--- config.mk ---
export PLATFORM = sky130hd
export DESIGN_NAME = hsk_bus_target
export DESIGN_NICKNAME = d
export VERILOG_FILES = /design/src/rtl/hsk_bus_pkg.sv /design/src/rtl/hsk_addr_decode.sv /design/src/rtl/hsk_handshake.sv /design/src/rtl/hsk_lane_regs.sv /design/src/rtl/hsk_bus_target.sv
export SDC_FILE = /design/constraint.sdc
export NUM_CORES = 1
export LEC_CHECK = 0
export CAP_MARGIN = 20
export CORE_ASPECT_RATIO = 0.75
export CORE_MARGIN = 2
export CORE_UTILIZATION = 32
export CTS_CLUSTER_DIAMETER = 40
export DETAILED_ROUTE_END_ITERATION = 10
export PLACE_DENSITY = 0.86
export SYNTH_ARGS = -nofsm -noshare
export SYNTH_HDL_FRONTEND = slang
export SYNTH_SLANG_ARGS = --single-unit
--- constraint.sdc ---
create_clock -name clk -period 1.9 [get_ports clk]
set_input_delay 0.19 -clock clk [delete_from_list [all_inputs] [get_ports clk]]
set_output_delay 0.19 -clock clk [all_outputs]
set_load 0.01 [all_outputs]
--- src/rtl/hsk_bus_pkg.sv ---
package hsk_bus_pkg;
  typedef enum logic [0:0] {
    HS_IDLE = 1'b0,
    HS_HOLD = 1'b1
  } hs_state_t;

  localparam int unsigned BUS_W   = 32;
  localparam int unsigned LANES   = BUS_W / 8;
  localparam int unsigned WADDR_W = BUS_W - 2;
endpackage

--- src/rtl/hsk_addr_decode.sv ---
module hsk_addr_decode #(
  parameter int unsigned            WADDR_W = 30,
  parameter logic [WADDR_W-1:0]     BASE    = '0
) (
  input  logic [WADDR_W-1:0] waddr,
  output logic               hit,
  output logic               sel_out
);
  localparam logic [WADDR_W-1:0] IN_WORD  = BASE;
  localparam logic [WADDR_W-1:0] OUT_WORD = BASE + 1'b1;

  logic match_in, match_out;

  always_comb begin
    match_in  = (waddr == IN_WORD);
    match_out = (waddr == OUT_WORD);
    hit       = match_in | match_out;
    sel_out   = match_out;
  end
endmodule

--- src/rtl/hsk_handshake.sv ---
module hsk_handshake
  import hsk_bus_pkg::*;
(
  input  logic clk,
  input  logic rst_n,
  input  logic men,
  input  logic hit,
  output logic accept,
  output logic release_now,
  output logic ack
);
  hs_state_t state_q, state_d;

  always_comb begin
    accept      = (state_q == HS_IDLE) && men && hit;
    release_now = (state_q == HS_HOLD) && !men;
    state_d     = state_q;
    if (accept)      state_d = HS_HOLD;
    if (release_now) state_d = HS_IDLE;
  end

  always_ff @(posedge clk or negedge rst_n) begin
    if (!rst_n) state_q <= HS_IDLE;
    else        state_q <= state_d;
  end

  assign ack = (state_q == HS_HOLD);

  assert_ack_hold_R4: assert property (@(posedge clk) disable iff (!rst_n)
    (ack && men) |=> ack);
  assert_ack_drop_R4: assert property (@(posedge clk) disable iff (!rst_n)
    (ack && !men) |=> !ack);
  assert_quiet_idle_R2: assert property (@(posedge clk) disable iff (!rst_n)
    (!men && !ack) |=> !ack);
  assert_match_ack_R3: assert property (@(posedge clk) disable iff (!rst_n)
    (men && hit && !ack) |=> ack);
endmodule

--- src/rtl/hsk_lane_regs.sv ---
module hsk_lane_regs #(
  parameter int unsigned BUS_W  = 32,
  parameter int unsigned DATA_W = 8
) (
  input  logic              clk,
  input  logic              rst_n,
  input  logic              accept,
  input  logic              release_now,
  input  logic              rd,
  input  logic              sel_out,
  input  logic              lane0_en,
  input  logic [BUS_W-1:0]  wdata,
  input  logic [DATA_W-1:0] port_in,
  output logic [DATA_W-1:0] port_out,
  output logic [BUS_W-1:0]  rdata
);
  localparam int unsigned PAD_W = BUS_W - DATA_W;

  logic [DATA_W-1:0] in_q, out_q, pick;
  logic [BUS_W-1:0]  rdata_q;
  logic              load_out;

  always_comb begin
    pick     = sel_out ? out_q : in_q;
    load_out = accept && !rd && sel_out && lane0_en;
  end

  always_ff @(posedge clk or negedge rst_n) begin
    if (!rst_n) in_q <= '0;
    else        in_q <= port_in;
  end

  always_ff @(posedge clk or negedge rst_n) begin
    if (!rst_n)        out_q <= '0;
    else if (load_out) out_q <= wdata[DATA_W-1:0];
  end

  always_ff @(posedge clk or negedge rst_n) begin
    if (!rst_n) begin
      rdata_q <= '0;
    end else if (accept && rd) begin
      rdata_q <= lane0_en ? {{PAD_W{1'b0}}, pick} : '0;
    end else if (release_now) begin
      rdata_q <= '0;
    end
  end

  assign port_out = out_q;
  assign rdata    = rdata_q;

  assert_upper_zero_R8: assert property (@(posedge clk) disable iff (!rst_n)
    rdata[BUS_W-1:DATA_W] == '0);
endmodule

--- src/rtl/hsk_bus_target.sv ---
module hsk_bus_target
  import hsk_bus_pkg::*;
#(
  parameter logic [WADDR_W-1:0] BASE_WADDR = 30'h0400_0020,
  parameter int unsigned        DATA_W     = 8
) (
  input  logic               clk,
  input  logic               rst_n,
  input  logic [WADDR_W-1:0] bus_waddr,
  input  logic [LANES-1:0]   bus_be,
  input  logic               bus_rd_nwr,
  input  logic [BUS_W-1:0]   bus_wdata,
  input  logic               bus_men,
  output logic [BUS_W-1:0]   bus_rdata,
  output logic               bus_ack,
  input  logic [DATA_W-1:0]  port_in,
  output logic [DATA_W-1:0]  port_out
);
  logic hit, sel_out, accept, release_now;

  hsk_addr_decode #(.WADDR_W(WADDR_W), .BASE(BASE_WADDR)) u_dec (
    .waddr   (bus_waddr),
    .hit     (hit),
    .sel_out (sel_out)
  );

  hsk_handshake u_hs (
    .clk         (clk),
    .rst_n       (rst_n),
    .men         (bus_men),
    .hit         (hit),
    .accept      (accept),
    .release_now (release_now),
    .ack         (bus_ack)
  );

  hsk_lane_regs #(.BUS_W(BUS_W), .DATA_W(DATA_W)) u_regs (
    .clk         (clk),
    .rst_n       (rst_n),
    .accept      (accept),
    .release_now (release_now),
    .rd          (bus_rd_nwr),
    .sel_out     (sel_out),
    .lane0_en    (bus_be[0]),
    .wdata       (bus_wdata),
    .port_in     (port_in),
    .port_out    (port_out),
    .rdata       (bus_rdata)
  );

  assert_miss_no_ack_R10: assert property (@(posedge clk) disable iff (!rst_n)
    (!hit && !bus_ack) |=> !bus_ack);
  assert_single_update_R11: assert property (@(posedge clk) disable iff (!rst_n)
    !$stable(port_out) |-> $rose(bus_ack));
  assert_rdata_idle_zero_R12: assert property (@(posedge clk) disable iff (!rst_n)
    !bus_ack |-> (bus_rdata == '0));
  assert_no_write_on_read_R9: assert property (@(posedge clk) disable iff (!rst_n)
    $past(bus_rd_nwr) |-> $stable(port_out));
endmodule

==> key figures <==
Power
  – Combinational power share: 0.157
  – Share of power burned in registers: 0.543
  – Total power: 0.0009983 W
  – Cell Pwr Density: 502.1 nW/um^2
  – Clock power frac: 0.300
  – Leak: between 0.8 and 0.9 nW
  – Pint: ~0.00078 W
  – Peak VDD IR: 0.0004093 V
  – Switching Share: 0.2142
  – NetSw: 0.0002138 W

Synthesis
  – Async S/R FF share, synth: 1.000
  – Post-synth EDFFs: 0
  – Most common cell in the netlist: dfrtp_1
  – Count of different cell masters after synthesis: 21
  – Synth Register Bits: 25
  – Most used DFF post-synth: dfrtp_1
  – Mean Syn Cell Area: 12.67 um^2
  – Top cells by area, synth: dfrtp_1 (51%), buf_4 (15%), mux2_2 (7.4%)
  – Area leader, netlist: dfrtp_1
  – Mapped Cells: 96
  – Area share of the leading cell type in the synthesized netlist: 0.5144
  – Post-synth top cells: dfrtp_1 (25), buf_4 (24), mux2_2 (8), mux2i_1 (8), o2bb2ai_1 (7)
  – Seq/Total Area, Yosys: 0.5144
  – Post-synthesis cell area: 1216 um^2
  – Synth Warn #: 0

Die
  – Row cnt: 19
  – Die ar.: between 4000 and 5000 um^2
  – Chip height: around 57 um
  – Core area: 3661 um^2
  – Die width: 75.19 um
  – Initial Util: 0.3322
  – Ports placed on the boundary: 119

Timing
  – Max Fclk: 556.3 MHz
  – Final hold violations: 0
  – Final slew viol count: 0
  – Period minus WS final: between 1500 and 2000 ps
  – Clock skew: 1.146 ps
  – Setup violators final: 0
  – Post-route setup slack: just over 100 ps
  – Tcrit/Tclk final: 0.9462

Drt
  – Iter 0 DRT Violations: 11
  – First-pass detailed-route iteration total: 3
  – WL/cell: 12.30 um
  – Drc violations: 0
  – DR vias: 951
  – Routed Antenna Nets: 0
  – Drt via density: about 4.3
  – Overall routed net length: 2744 um

Critical path
  – Critical path cell sequence: clkdlybuf4s50_1, nor4_2, nand4_1, nor2_2, nand4_4, mux2_4
  – Start point of the critical path: bus_waddr[25]
  – Worst EP required: 2050 ps
  – Max stage delay cell, worst path: clkdlybuf4s50_1
  – Crit-path max cell delay: 420 ps
  – R2R Path End: u_regs.port_out[4]$_DFFE_PN0P_
  – Internal reg-to-reg setup slack: 530 ps
  – Crit Path Category: primary input to flop
  – CP Data Arrival Time: 1950 ps
  – Crit path launch type: primary input
  – Critical Path End Type: flop
  – Worst Reg-to-Reg Cells: 3
  – Reg-to-reg startpoint: u_hs.ack$_DFFE_PN0P_
  – Crit path max fanout: 8

Finish
  – Finished Core Util: 0.5431
  – Final instance area: 1988 um^2
  – Layout Nets: 250
  – Antenna diodes: 0
  – Area Growth Syn to Fin: 63.48%
  – Layout cells sized above 1: 0.1520

Placed design
  – Hpwl dp: around 2100 um
  – Gpl congestion: between 0.6 and 0.7
  – # port buffers: 67
  – Worst slack, placed: -235.7 ps
  – Post-placement cell area: 1908 um^2

Clock network
  – Post-CTS Setup Inserts: 0
  – Max clock buf depth: 2
  – CTS HTree Levels: 1
  – CTS sink count: 25
  – TritonCTS Buffers: 3
  – Clock slew seen by the registers of the worst setup and hold paths: 80 ps
  – CTS root buf: clkbuf_8
  – TritonCTS clock tree: built
  – Post-CTS Hold Fix Bufs: 0
  – Worst-Skew Late Latency: about 260 ps

GRT
  – Vias in the first global route: 921
  – Total grt overflow: 0
  – First-pass GRT wire length: 4064 um
  – Maximum number of pins on one net before global-route repair: 26
  – GRT Total Usage: 0.1265
  – Initial antenna violation count: 0

Hold path
  – Worst min path class: primary input to async pin

Run
  – Max-cap violation count: 0

Status
  – Status: finished clean
-- state kept, by name (all words and copies together), names as in the netlist --
name / flops
u_regs.in_q: 8
u_hs.ack: 1
u_regs.rdata: 8
u_regs.port_out: 8
-- power by group through the flow --
stage	clock network, W	logic [W]	registers, W
after global placement	0	0.000150	0.000552
final	0.000300	0.000157	0.000542
after detailed placement	0	0.000153	0.000553
after global routing	0.000332	0.000172	0.000543
after floorplan	0	0.0000713	0.000552
after CTS	0.000304	0.000153	0.000542
-- repair_timing --
| action | CTS | global route |
|---|---|---|
| hold endpoints to repair | 0 | 0 |
| resized for setup | 0 | 7 |
| endpoints found under the setup margin | 0 | 16 |
-- kinds of logic (layout without fill, tap and decap cells) --
group                  Yosys count  count (layout)  synth area share
DFF                             25              25            0.5144
buffers and inverters           25              77            0.1512
and+or+nand+nor                 19              19            0.1183
muxes                           16              16            0.1399
AOI/OAI and AO/OA               10              10           0.07304
other                            1              24          0.003083
-- critical path: cells and delay by family --
family	cells	cell delay, ps
mux	1	350
simple gates	4	980
buf+inv	1	420
-- how the worst max path moves through the flow --
stage | slack [ps] | end | depth (start not counted)
floorplan | 370 | u_regs.rdata[1]$_DFFE_PN0P_ | 5
global placement | -140 | u_regs.port_out[5]$_DFFE_PN0P_ | 6
detailed placement | -240 | u_regs.port_out[3]$_DFFE_PN0P_ | 6
CTS | 50 | u_regs.port_out[3]$_DFFE_PN0P_ | 6
global route | -20 | u_regs.port_out[4]$_DFFE_PN0P_ | 6
finish | 100 | u_regs.port_out[4]$_DFFE_PN0P_ | 6
-- cell usage in the layout, fill, tap and decap left out, drive strengths merged --
cell	Yosys	final
dlymetal6s2s	0	2
o21a	1	1
a21oi	1	1
o2bb2ai	8	8
inv	1	1
nor3	2	2
nor4	4	4
dfrtp	25	25
clkbuf	0	3
nor2b	2	2
nor4b	2	2
conb	1	24
nor2	4	4
mux2	8	8
clkinv	0	1
nand4	4	4
mux2i	8	8
clkdlybuf4s50	0	65
buf	24	5
nand2	1	1
-- final cells by class --
class,count,area (um^2)
Multi-Input combinational cell,69,521.8
Tap cell,52,65.06
Fill cell,323,1673
Inverter,1,3.754
Clock buffer,3,41.29
Sequential cell,25,625.6
Timing Repair Buffer,72,725.7
Clock inverter,1,5.005
-- stage by stage --
step           setup TNS [ps]  instances  hold slack [ps]
2_1_floorplan               0        119           -105.6
3_3_place_gp            -1801        219            471.3
3_5_place_dp            -3214        219            472.6
4_1_cts                     0        223            289.3
5_1_grt                -46.51        223            313.9
6_report                    0        223            284.1
-- routing by layer --
layer,vias up,share of wire,global-route usage,routed length (um)
met5,-,0,0,0
met4,0,0.0033,0.04511,9
met3,2,0.11,0.03710,294
met2,53,0.51,0.2193,1389
met1,447,0.38,0.1482,1051
li1,449,-,-,-
Note: power is estimated with default switching activity, not from simulation.
